**src/rtl/tmr_pkg.sv**
```systemverilog
package tmr_pkg;
  // control word field positions (decoded by software)
  localparam int RUN_BIT  = 30;
  localparam int IEN_BIT  = 29;
  localparam int MODE_LO  = 27;
  localparam logic [1:0] MODE_RELOAD = 2'b01;

  // byte offsets of the register map
  localparam int OFF_CTRL0 = 'h00;
  localparam int OFF_CTRL1 = 'h04;
  localparam int OFF_INIT0 = 'h08;
  localparam int OFF_INIT1 = 'h0C;
  localparam int OFF_LIVE1 = 'h14;
  localparam int OFF_FLAGS = 'h18;

  function automatic logic reload_mode(input logic [1:0] mode);
    return mode == MODE_RELOAD;
  endfunction

  // an advance that finds the count at or below one ends the period
  function automatic logic period_done(input logic [31:0] cnt);
    return cnt <= 32'd1;
  endfunction

  function automatic logic [31:0] flag_next(input logic [31:0] cur, input logic [31:0] hit,
                                            input logic [31:0] wipe);
    return hit | (cur & ~wipe);
  endfunction
endpackage

```
**src/rtl/tmr_divider.sv**
```systemverilog
module tmr_divider #(
  parameter int PRE_W = 8
) (
  input  logic             clk,
  input  logic             rst,
  input  logic             run,
  input  logic [PRE_W-1:0] limit,
  output logic             tick
);
  logic [PRE_W-1:0] phase_q;

  assign tick = run && (phase_q >= limit);

  always_ff @(posedge clk) begin
    if (rst) begin
      phase_q <= '0;
    end else if (run) begin
      if (tick) phase_q <= '0;
      else      phase_q <= phase_q + 1'b1;
    end
  end

  // a nonzero divider setting never advances on two adjacent clocks
  p_tick_gap_r3: assert property (@(posedge clk) disable iff (rst)
    (tick && limit != '0) |=> (!tick || limit == '0));
endmodule

```
**src/rtl/tmr_channel.sv**
```systemverilog
module tmr_channel
  import tmr_pkg::*;
#(
  parameter int CNT_W = 24,
  parameter int PRE_W = 8
) (
  input  logic             clk,
  input  logic             rst,
  input  logic             ctrl_wr,
  input  logic             init_wr,
  input  logic [31:0]      wdata,
  output logic [31:0]      ctrl_rd,
  output logic [31:0]      init_rd,
  output logic [CNT_W-1:0] count,
  output logic             expire,
  output logic             int_en
);
  logic             run_q, ien_q, loaded_q;
  logic [1:0]       mode_q;
  logic [PRE_W-1:0] div_q;
  logic [CNT_W-1:0] init_q, count_q;
  logic             tick, reload;
  logic             unused_wdata;

  assign unused_wdata = ^wdata;

  tmr_divider #(.PRE_W(PRE_W)) u_div (
    .clk(clk), .rst(rst), .run(run_q), .limit(div_q), .tick(tick)
  );

  assign reload = reload_mode(mode_q);
  assign expire = tick && loaded_q && period_done(32'(count_q));
  assign count  = count_q;
  assign int_en = ien_q;
  assign init_rd = 32'(init_q);

  always_comb begin
    ctrl_rd = '0;
    ctrl_rd[RUN_BIT] = run_q;
    ctrl_rd[IEN_BIT] = ien_q;
    ctrl_rd[MODE_LO +: 2] = mode_q;
    ctrl_rd[PRE_W-1:0] = div_q;
  end

  always_ff @(posedge clk) begin
    if (rst) begin
      run_q    <= 1'b0;
      ien_q    <= 1'b0;
      mode_q   <= '0;
      div_q    <= '0;
      init_q   <= '0;
      count_q  <= '0;
      loaded_q <= 1'b0;
    end else begin
      if (ctrl_wr) begin
        run_q  <= wdata[RUN_BIT];
        ien_q  <= wdata[IEN_BIT];
        mode_q <= wdata[MODE_LO +: 2];
        div_q  <= wdata[PRE_W-1:0];
      end else if (expire && !reload) begin
        run_q <= 1'b0;
      end
      if (init_wr) init_q <= wdata[CNT_W-1:0];
      if (tick) begin
        if (!loaded_q) begin
          count_q  <= init_q;
          loaded_q <= 1'b1;
        end else if (expire) begin
          if (reload) begin
            count_q <= init_q;
          end else begin
            count_q  <= '0;
            loaded_q <= 1'b0;
          end
        end else begin
          count_q <= count_q - 1'b1;
        end
      end
    end
  end

  // a stopped channel holds its count
  p_hold_stopped_r9: assert property (@(posedge clk) disable iff (rst)
    !run_q |=> $stable(count_q));
  // auto-reload expiry restarts from the start value of that edge
  p_reload_value_r5: assert property (@(posedge clk) disable iff (rst)
    (expire && reload) |=> count_q == $past(init_q));
  // single-shot expiry parks at zero, idle
  p_single_park_r6: assert property (@(posedge clk) disable iff (rst)
    (expire && !reload) |=> (count_q == '0 && !loaded_q));
  // and drops run unless software wrote the control word
  p_single_stop_r6: assert property (@(posedge clk) disable iff (rst)
    (expire && !reload && !ctrl_wr) |=> !run_q);
endmodule

```
**src/rtl/tick_timer_pair.sv**
```systemverilog
module tick_timer_pair
  import tmr_pkg::*;
#(
  parameter int ADDR_W = 8,
  parameter int CNT_W  = 24,
  parameter int PRE_W  = 8
) (
  input  logic              clk,
  input  logic              rst,
  input  logic              wr_en,
  input  logic [ADDR_W-1:0] addr,
  input  logic [31:0]       wdata,
  output logic [31:0]       rdata,
  output logic [1:0]        irq
);
  localparam int NCH = 2;
  localparam logic [ADDR_W-1:0] A_CTRL0 = ADDR_W'(OFF_CTRL0);
  localparam logic [ADDR_W-1:0] A_CTRL1 = ADDR_W'(OFF_CTRL1);
  localparam logic [ADDR_W-1:0] A_INIT0 = ADDR_W'(OFF_INIT0);
  localparam logic [ADDR_W-1:0] A_INIT1 = ADDR_W'(OFF_INIT1);
  localparam logic [ADDR_W-1:0] A_LIVE1 = ADDR_W'(OFF_LIVE1);
  localparam logic [ADDR_W-1:0] A_FLAGS = ADDR_W'(OFF_FLAGS);

  logic [31:0]      ctrl_v [NCH];
  logic [31:0]      init_v [NCH];
  logic [CNT_W-1:0] cnt_v  [NCH];
  logic [NCH-1:0]   expire, ien, ctrl_wr, init_wr;
  logic [NCH-1:0]   flags_q;
  logic             flags_wr;
  logic [31:0]      flags_nx;
  logic             unused_cnt0;

  assign unused_cnt0 = ^cnt_v[0];
  assign flags_wr = wr_en && addr == A_FLAGS;
  assign ctrl_wr  = {wr_en && addr == A_CTRL1, wr_en && addr == A_CTRL0};
  assign init_wr  = {wr_en && addr == A_INIT1, wr_en && addr == A_INIT0};
  assign flags_nx = flag_next(32'(flags_q), 32'(expire), flags_wr ? wdata : 32'd0);

  for (genvar i = 0; i < NCH; i++) begin : g_ch
    tmr_channel #(.CNT_W(CNT_W), .PRE_W(PRE_W)) u_ch (
      .clk(clk), .rst(rst), .ctrl_wr(ctrl_wr[i]), .init_wr(init_wr[i]),
      .wdata(wdata), .ctrl_rd(ctrl_v[i]), .init_rd(init_v[i]),
      .count(cnt_v[i]), .expire(expire[i]), .int_en(ien[i])
    );

    // an expiry is never lost, even against a clear in the same cycle
    p_flag_set_r7: assert property (@(posedge clk) disable iff (rst)
      expire[i] |=> flags_q[i]);
  end

  always_ff @(posedge clk) begin
    if (rst) flags_q <= '0;
    else     flags_q <= flags_nx[NCH-1:0];
  end

  assign irq = flags_q & ien;

  always_comb begin
    case (addr)
      A_CTRL0: rdata = ctrl_v[0];
      A_CTRL1: rdata = ctrl_v[1];
      A_INIT0: rdata = init_v[0];
      A_INIT1: rdata = init_v[1];
      A_LIVE1: rdata = 32'(cnt_v[1]);
      A_FLAGS: rdata = 32'(flags_q);
      default: rdata = '0;
    endcase
  end
endmodule

```
**config.mk**
```make
export PLATFORM = sky130hd
export DESIGN_NAME = tick_timer_pair
export DESIGN_NICKNAME = d
export VERILOG_FILES = /design/src/rtl/tmr_pkg.sv /design/src/rtl/tmr_divider.sv /design/src/rtl/tmr_channel.sv /design/src/rtl/tick_timer_pair.sv
export SDC_FILE = /design/constraint.sdc
export NUM_CORES = 1
export LEC_CHECK = 0
export BUFFER_PORTS_ARGS = -buffer_cell sky130_fd_sc_hd__buf_2
export CAP_MARGIN = 10
export CORE_AREA = 2 2 116 118
export DETAILED_ROUTE_END_ITERATION = 8
export DIE_AREA = 0 0 118 120
export GPL_ROUTABILITY_DRIVEN = 0
export PLACE_DENSITY_LB_ADDON = 0.15
export REMOVE_ABC_BUFFERS = 1
export SYNTH_ARGS = -nofsm -noshare
export SYNTH_HDL_FRONTEND = slang
export SYNTH_SLANG_ARGS = --single-unit
```
**constraint.sdc**
```tcl
create_clock -name clk -period 3.65 [get_ports clk]
set_input_delay 0.9125 -clock clk [delete_from_list [all_inputs] [get_ports clk]]
set_output_delay 0.9125 -clock clk [all_outputs]
set_load 0.02 [all_outputs]
```
* Word-level counts from Yosys, hierarchy flattened *
Index checks and enable logic that the tools add are counted.

storage, ports and cells
  flip-flop bits (word level) = 140
  input port bits = 43

cells by class
  add/subtract/negate cells = 4
  $lt $le $gt $ge = 4
  eq/ne operators = 7
  mux-type cells = 20
  bitwise gates (word level) = 4
  reduce and logical (&&, ||, !) cells = 18

operators by type and width
  cell                   number
  $pmux 31 s6            1
  $mux 24                6
  $le 24x1->1 const B    2
  $sub 24x1->24 const B  2
  $add 8x1->8 const B    2
  $eq 8x4->1 const B     2
  $eq 8x5->1 const B     2
  $ge 8x8->1             2
  $mux 8                 2
  $logic_and 1x1->1      13
  $mux 1                 10
  $eq 8x3->1 const B     1
  $logic_not 8->1        1
  $and 2x2->2            2
  $eq 2x1->1 const B     2
  $reduce_bool 2->1      2
  $logic_not 1->1        2
  $mux 2                 1
  $not 2->2              1
  $or 2x2->2             1

* Depth between registers and ports, before layout *
Gate-level depths: netlist of run 1.

  word-level depth = 7
  gate-level depth with buffers = 10

* Modules after synthesis *
From an unflattened synthesis of run 1, not the netlist that was laid out.

unflattened totals
  cells, all modules = 1042
  area total of the unflattened synthesis = 8844.7 µm²

modules (own cells, without submodules)
  module           times used  cells each  area an instance (µm²)  sequential area each (µm²)
  tmr_channel      2           364         3195.6                  1221.2
  tick_timer_pair  1           180         1290.0                  40.0
  tmr_divider      2           67          581.8                   160.2

* Worst setup path after synthesis of run 1 *
OpenSTA, ideal clock, no wires.

  path type = input-to-output
  start point = input port addr[5]
  end point = output port rdata[10]
  arrival = 2407 ps
  required time = 2738 ps
  path slack = 331 ps
  stages = 8
  path through = nor3_1 and3b_1 clkbuf_1 and3_1 buf_2 clkbuf_1 a222oi_1 inv_1

between the ends
  longest elaborated chain between the ends = 2
  elaborated cells between the ends (all ways) = 7

ends and longest elaborated chain
  element                                   line                   source
  start, declared                           tick_timer_pair.sv:11  input logic [ADDR_W-1:0] addr,
  $eq 8x5->1, or another cell as far along  tick_timer_pair.sv:59  case (addr)
  $pmux 31 s6 *                             tick_timer_pair.sv:59
  end, declared                             tick_timer_pair.sv:13  output logic [31:0] rdata,

Mark *: on every way between the ends. The rest lies on a longest branch, timed or not.

* Worst setup path in the final report of run 1 *
Same ends and word-level chain as after synthesis.

==> results.py, run 1 <==
metrics = {
    "timing": {
        "setup_viol": 0,
        "tightestPinTransition_ps": 956,
        "fin_skew_ps": 4.74,
        "slew_violations": 0,
        "relSlewSlack_pct": 35.7,
        "rsz0062_at_grt": "no",
        "period_share_pct": 92.3,
        "fin_crit_ps": 3370,
        "hold-worst-slack_ps": 474,
        "fmax_mhz": 297,
        "hold_violations": 0,
    },
    "cells_and_area": {
        "final_cell_area_mm2": 0.00878,
        "nets": 1072,
        "n_fill_cell": 1147,
        "finish.utilization_pct": 67.6,
        "drive_gt1_share_pct": 15.4,
        "antenna_cells": 0,
        "area_growth_pct": 15.0,
    },
    "die": {
        "start_util_pct": 58.8,
        "die_h_um": 120,
        "die_width_um": 118,
        "placement_rows": 42,
        "die_area_mm2": 0.0142,
        "ioPinCount": 77,
        "core_mm2": 0.0130,
    },
    "yosys": {
        "seq_area_frac_synth_pct": 36.7,
        "synth_cell_types": 68,
        "yosys.area.top_type": "dfxtp_1",
        "syn_area_mm2": 0.00763,
        "synth_edf_count": 0,
        "async_reset_ff_share_pct": 0,
        "yosysTopAreaCellShare_pct": 36.7,
        "synth-main-ff-cell": "dfxtp_1",
        "ys_top_cells_by_area": "dfxtp_1 (37%), nand2_1 (7.8%), a21oi_1 (6.7%), nor2_1 (3.8%), ha_1 (3.6%)",
        "avgSynthCellArea_um2": 7.96,
        "synth_seq_cells": 140,
        "yosysWarnings": 0,
        "syn_inst": 959,
    },
    "clock_tree": {
        "postCtsSetupRepairBufs": 0,
        "htreeDepth": 4,
        "numCtsBuffers": 17,
        "root_buffer": "clkbuf_16",
        "path_clk_slew_ps": 60,
        "cts_hold_buffers": 0,
        "cts_tree": "yes",
        "cts.sink_count": 140,
        "cts_resized": 0,
        "clk_path_buf_depth": 2,
        "clkLatencyLatePin_ps": 420,
    },
    "min_path": {
        "hold_end": "g_ch[0].u_ch.int_en",
        "hp-class": "reg -> reg",
        "whs_path_depth": 2,
        "hp-start": "g_ch[0].u_ch.int_en",
    },
    "setup_path": {
        "startpoint_type": "input port",
        "cp_max_fo": 18,
        "cp_cell_sequence": "buf_2, nor3_1, nand3b_1, nor2_1, buf_4, a222oi_1, inv_1, buf_2",
        "max_stage_delay_ps": 290,
        "crit_arrival_ps": 2460,
        "crit_slowest_cell": "nand3b_1",
        "ff2ff_setup_slack_ps": 980,
        "reg2reg_from": "g_ch[0].u_ch.count[19]",
        "crit_type": "in -> out",
        "cp.required_ps": 2740,
        "rr_worst_depth": 6,
        "cp_common_cell": "buf_2",
        "endpoint_kind": "output port",
        "r2r-end": "g_ch[0].u_ch.count[7]",
    },
    "run": {
        "drv_cap": 0,
    },
    "pwr": {
        "p_int_uw": 2760,
        "ir_drop_uv": 381,
        "switching_share_pct": 21.6,
        "cellPowerDensity_mw_per_mm2": 402,
        "switchingPower_uw": 761,
        "combPwrFrac_pct": 2.9,
        "p_clk_share_pct": 53.7,
        "leakage_uw": 0.00334,
        "p_seq_share_pct": 43.4,
    },
    "drt": {
        "drtIter0Drc": 1125,
        "drtAntennaViolNets": 0,
        "wl_per_cell_um": 18.3,
        "dr.pass1.iters": 7,
        "met2WireLength_um": 9600,
        "vias": 7394,
        "highest_layer": "met4",
        "routed-wl-met3_um": 2070,
        "wirelength_um": 21900,
        "route.detailed.drc": 0,
        "viasPerCell": 6.18,
        "wl_met1_um": 9640,
    },
    "global_routing": {
        "overflow": 0,
        "antenna_found_initial": 0,
        "grt_pass1_vias": 6629,
        "grt_start_max_net_pins": 64,
        "grt_use_total_pct": 30.8,
        "grt_pass1_wl_um": 34800,
    },
    "placed_design": {
        "port_buffers": 68,
        "dpl.hpwl_um": 15300,
        "post_dp_cell_area_mm2": 0.00813,
    },
    "run_status": {
        "status": "finished clean",
    },
}
[layout by cell type, fill, tap and decap left out, types with 9 or more instances in the layout]
master and instances:
nand3_1 27, clkbuf_16 17, inv_1 52, dfxtp_1 140, nor3_1 39, nor2_1 78, a32o_1 12, buf_4 27
a222oi_1 16, ha_1 22, nand2_1 158, a21oi_1 102, a221oi_1 9, mux2i_1 17, o32ai_1 10, xor2_1 21
a32oi_1 9, buf_2 67, nor4_1 19, o21ai_0 30
[cell families after synthesis]
logic type	after synthesis	synth area share, %
AND/OR/NAND/NOR	379	23.8
AO/OA/AOI/OAI	244	21.9
flip-flops	140	36.7
buffers and inverters	121	6.51
XOR/XNOR	26	2.98
multiplexers	26	4.44
adder cells (fa/ha/maj)	22	3.61
other	1	0.0491
[critical path: cells and delay by family]
kind	cells	cell delay, ps
simple gates	3	750
compound gates	1	130
buf+inv	4	650
[power by group through the flow]
| stage | Combinational (uW) | Sequential [uW] | Clock [uW] |
|---|---|---|---|
| 2_1_floorplan | 25.4 | 1560 | 0 |
| 3_3_place_gp | 99.7 | 1560 | 0 |
| 3_5_place_dp | 99.7 | 1560 | 0 |
| 4_1_cts | 100 | 1530 | 1910 |
| 5_1_grt | 108 | 1530 | 1980 |
| 6_report | 102 | 1530 | 1890 |
[Yosys cell counts (all sizes together), types with 3 or more instances]
| cell | count |
|---|---|
| nand2 | 158 |
| dfxtp | 140 |
| a21oi | 102 |
| nor2 | 78 |
| inv | 52 |
| clkbuf | 50 |
| nor3 | 42 |
| o21ai | 34 |
| nand3 | 28 |
| nor4 | 26 |
| ha | 22 |
| xor2 | 21 |
| buf | 19 |
| mux2i | 17 |
| a222oi | 16 |
| a32o | 12 |
| a211oi | 10 |
| o32ai | 10 |
| a221oi | 9 |
| a32oi | 9 |
| a22oi | 8 |
| and3 | 8 |
| nand4 | 8 |
| and2 | 7 |
| a22o | 6 |
| mux4 | 6 |
| nand2b | 5 |
| xnor2 | 5 |
| a221o | 4 |
| and4 | 4 |
| nor2b | 4 |
| o31ai | 4 |
| a21o | 3 |
| a31oi | 3 |
| mux2 | 3 |
| o21a | 3 |
[worst max-delay path by stage]
stage | from | end
floorplan | addr[5] | rdata[10]
global placement | addr[5] | rdata[0]
detailed placement | addr[5] | rdata[0]
CTS | addr[5] | rdata[8]
global route | addr[5] | rdata[1]
finish | addr[5] | rdata[10]
[layout make-up]
| cell class | instances | area, um2 | area share (%) |
|---|---|---|---|
| multi-input combinational | 701 | 4350 | 49.6 |
| sequential | 140 | 2800 | 31.9 |
| timing repair buffer | 95 | 558 | 6.36 |
| clock buffer | 20 | 467 | 5.32 |
| tap | 176 | 220 | 2.51 |
| inverter | 52 | 195 | 2.22 |
| clock inverter | 12 | 184 | 2.10 |
[per-layer routing]
layer	global-route usage, %	up-vias
met5	0	-
met3	6.80	44
met2	45.8	351
met4	11.5	0
met1	43.6	3443
li1	-	3556
[state kept, by name, indices dropped and copies added (netlist names)]
signal                   count
g_ch.u_ch.init_q            48
g_ch.u_ch.count             48
g_ch.u_ch.u_div.phase_q     16
g_ch.u_ch.mode_q             4
g_ch.u_ch.int_en             2
g_ch.u_ch.div_q             16
flags_q                      2
g_ch.u_ch.loaded_q           2
g_ch.u_ch.run_q              2
[stage by stage]
stage	power (uW)	worst slack, ps	std cells	TNS [ps]
after floorplan	1590	-444	893	-9560
after global placement	1660	334	1164	0
after detailed placement	1660	319	1164	0
after CTS	3540	322	1196	0
after global routing	3610	141	1196	0
final	3520	281	1196	0
No activity file was read; power rests on OpenSTA's default activity.
==> run 2: changes to the inputs <==
--- a/config.mk
+++ b/config.mk
@@ -11,6 +11,7 @@
 export DETAILED_ROUTE_END_ITERATION = 8
 export DIE_AREA = 0 0 118 120
 export GPL_ROUTABILITY_DRIVEN = 0
+export GPL_TIMING_DRIVEN = 0
 export PLACE_DENSITY_LB_ADDON = 0.15
 export REMOVE_ABC_BUFFERS = 1
 export SYNTH_ARGS = -nofsm -noshare
==> constraint.sdc (replaced) <==
create_clock -name clk -period 3.25 [get_ports clk]
set_input_delay 0.8125 -clock clk [delete_from_list [all_inputs] [get_ports clk]]
set_output_delay 0.8125 -clock clk [all_outputs]
set_load 0.02 [all_outputs]
==> run 2 against run 1 <==
  * The run now ends with setup timing left
  * Register-to-register slack got worse by 720 ps
  * Hold slack gained 2.3 ps
  * Sequential share of layout area is 0.20 points higher
  * Die area unchanged
  * Non-clock buffer count shrank 12
  * Core utilization shrank 0.41 points
  * Worst setup slack got worse by 290 ps
  * Count of clock-buffer cells in the layout increased by 1
  * Largest cell class unchanged
==> results.py, run 2 (synthesis results as in run 1) <==
metrics = {
    "clock_tree": {
        "cts.sink_count": 140,
        "htreeDepth": 4,
        "clk_path_buf_depth": 2,
        "cts_tree": "yes",
        "clkLatencyLatePin_ps": 420,
        "root_buffer": "clkbuf_16",
        "path_clk_slew_ps": 60,
        "numCtsBuffers": 17,
    },
    "timing": {
        "relSlewSlack_pct": 16.5,
        "fin_ws_ps": -10.3,
        "setup_viol": 1,
        "tightestPinTransition_ps": 1240,
        "slew_violations": 0,
        "fin_crit_ps": 3260,
        "fmax_mhz": 307,
        "fin_skew_ps": 6.68,
        "period_share_pct": 100,
        "hold_violations": 0,
    },
    "pwr": {
        "ir_drop_uv": 401,
        "cellPowerDensity_mw_per_mm2": 436,
        "leakage_uw": 0.00330,
    },
    "drt": {
        "vias": 7378,
        "route.detailed.drc": 0,
        "wl_per_cell_um": 18.5,
        "drtIter0Drc": 1083,
        "drtAntennaViolNets": 0,
        "viasPerCell": 6.25,
        "dr.pass1.iters": 6,
        "wirelength_um": 21900,
    },
    "run": {
        "drv_cap": 0,
    },
    "placed_design": {
        "dp_slack_ps": -605,
        "dpl.hpwl_um": 15000,
        "port_buffers": 68,
        "post_dp_cell_area_mm2": 0.00803,
    },
    "setup_path": {
        "crit_type": "in -> out",
        "rr_worst_depth": 8,
        "crit_slowest_cell": "nor3b_4",
        "crit_arrival_ps": 2450,
        "max_stage_delay_ps": 270,
        "cp_cell_sequence": "buf_2, nor3_2, nand3_1, nor3b_4, buf_4, buf_4, nand2_1, o21ai_0, a221o_1, buf_2",
        "cp_max_fo": 6,
        "startpoint_type": "input port",
        "endpoint_kind": "output port",
        "cp.required_ps": 2440,
    },
    "die": {
        "die_h_um": 120,
        "placement_rows": 42,
        "start_util_pct": 58.8,
        "core_mm2": 0.0130,
        "die_area_mm2": 0.0142,
        "ioPinCount": 77,
        "die_width_um": 118,
    },
    "cells_and_area": {
        "drive_gt1_share_pct": 14.7,
        "nets": 1060,
        "final_cell_area_mm2": 0.00872,
        "final_cell_mix": "nand2_1 (158), dfxtp_1 (140), a21oi_1 (102)",
        "area_growth_pct": 14.3,
        "layout_commonest_cell": "nand2_1",
        "antenna_cells": 0,
    },
    "min_path": {
        "hp-class": "reg -> reg",
        "whs_path_depth": 2,
    },
    "global_routing": {
        "grt_pass1_vias": 6768,
        "overflow": 0,
        "grt_start_max_net_pins": 80,
        "grt_pass1_wl_um": 35100,
        "grt_use_total_pct": 31.0,
        "antenna_found_initial": 1,
    },
    "run_status": {
        "failed_checks": "setup timing",
        "status": "finished, violations left",
    },
}
run 2: cell types whose count changed in the layout (fill, tap and decap cells not counted), sizes merged:
cell / delta
buf: -12
clkinvlp: -1
inv: -3
clkbuf: +1
bufinv: -1
clkinv: +1
run 2: layout make-up:
class,instances,area [um2]
inverter,52,195
clock buffer,21,470
fill,1131,4260
multi-input combinational,701,4400
clock inverter,8,118
timing repair buffer,83,519
sequential,140,2800
tap,176,220
run 2: worst paths after layout:
path | from | to | slack (ps)
max | addr[5] | rdata[1] | -10
min | g_ch[0].u_ch.mode_q[1] | g_ch[0].u_ch.mode_q[1] | 480
max reg2reg | g_ch[1].u_ch.u_div.phase_q[0] | g_ch[1].u_ch.count[7] | 260
min reg2reg | g_ch[0].u_ch.mode_q[1] | g_ch[0].u_ch.mode_q[1] | 480
run 2: repair_timing:
| item | in CTS | in global routing |
|---|---|---|
| cloned | 0 | 1 |
| hold endpoints to repair | 0 | 0 |
| setup endpoints to repair | 52 | 17 |
| hold buffers | 0 | 0 |
| buffers inserted | 4 | 2 |
| gates resized for setup | 8 | 1 |
| pin swaps | 3 | 1 |
run 2: routing by layer:
metal | GRT usage [%] | wire length, um
met4 | 9.19 | 418
met1 | 44.1 | 9970
met3 | 5.89 | 1740
met5 | 0 | 13
met2 | 48.0 | 9770
run 2: worst max-delay path, delay by kind of cell:
kind	cells	cell delay [ps]
AND/OR/NAND/NOR	4	740
AO/OA/AOI/OAI	2	270
buffers and inverters	4	630
run 2: power breakdown:
group / switching [uW] / internal [uW] / leakage [uW]
clock network: 715 / 1250 / 0.000290
registers: 2.01 / 1720 / 0.00113
logic: 83.0 / 34.7 / 0.00188
run 2: through the flow:
| step | cells | power [uW] | hold WS, ps | TNS (ps) | utilization [%] |
|---|---|---|---|---|---|
| 6_report | 1181 | 3800 | 476 | -10.3 | 67.2 |
| 4_1_cts | 1177 | 3810 | 464 | 0 | 66.9 |
| 2_1_floorplan | 893 | 1790 | 438 | -14360 | - |
| 3_5_place_dp | 1144 | 1870 | 457 | -26820 | 61.8 |
| 3_3_place_gp | 1137 | 1860 | 451 | -116360 | 60.9 |
| 5_1_grt | 1181 | 3890 | 491 | -435 | 67.2 |
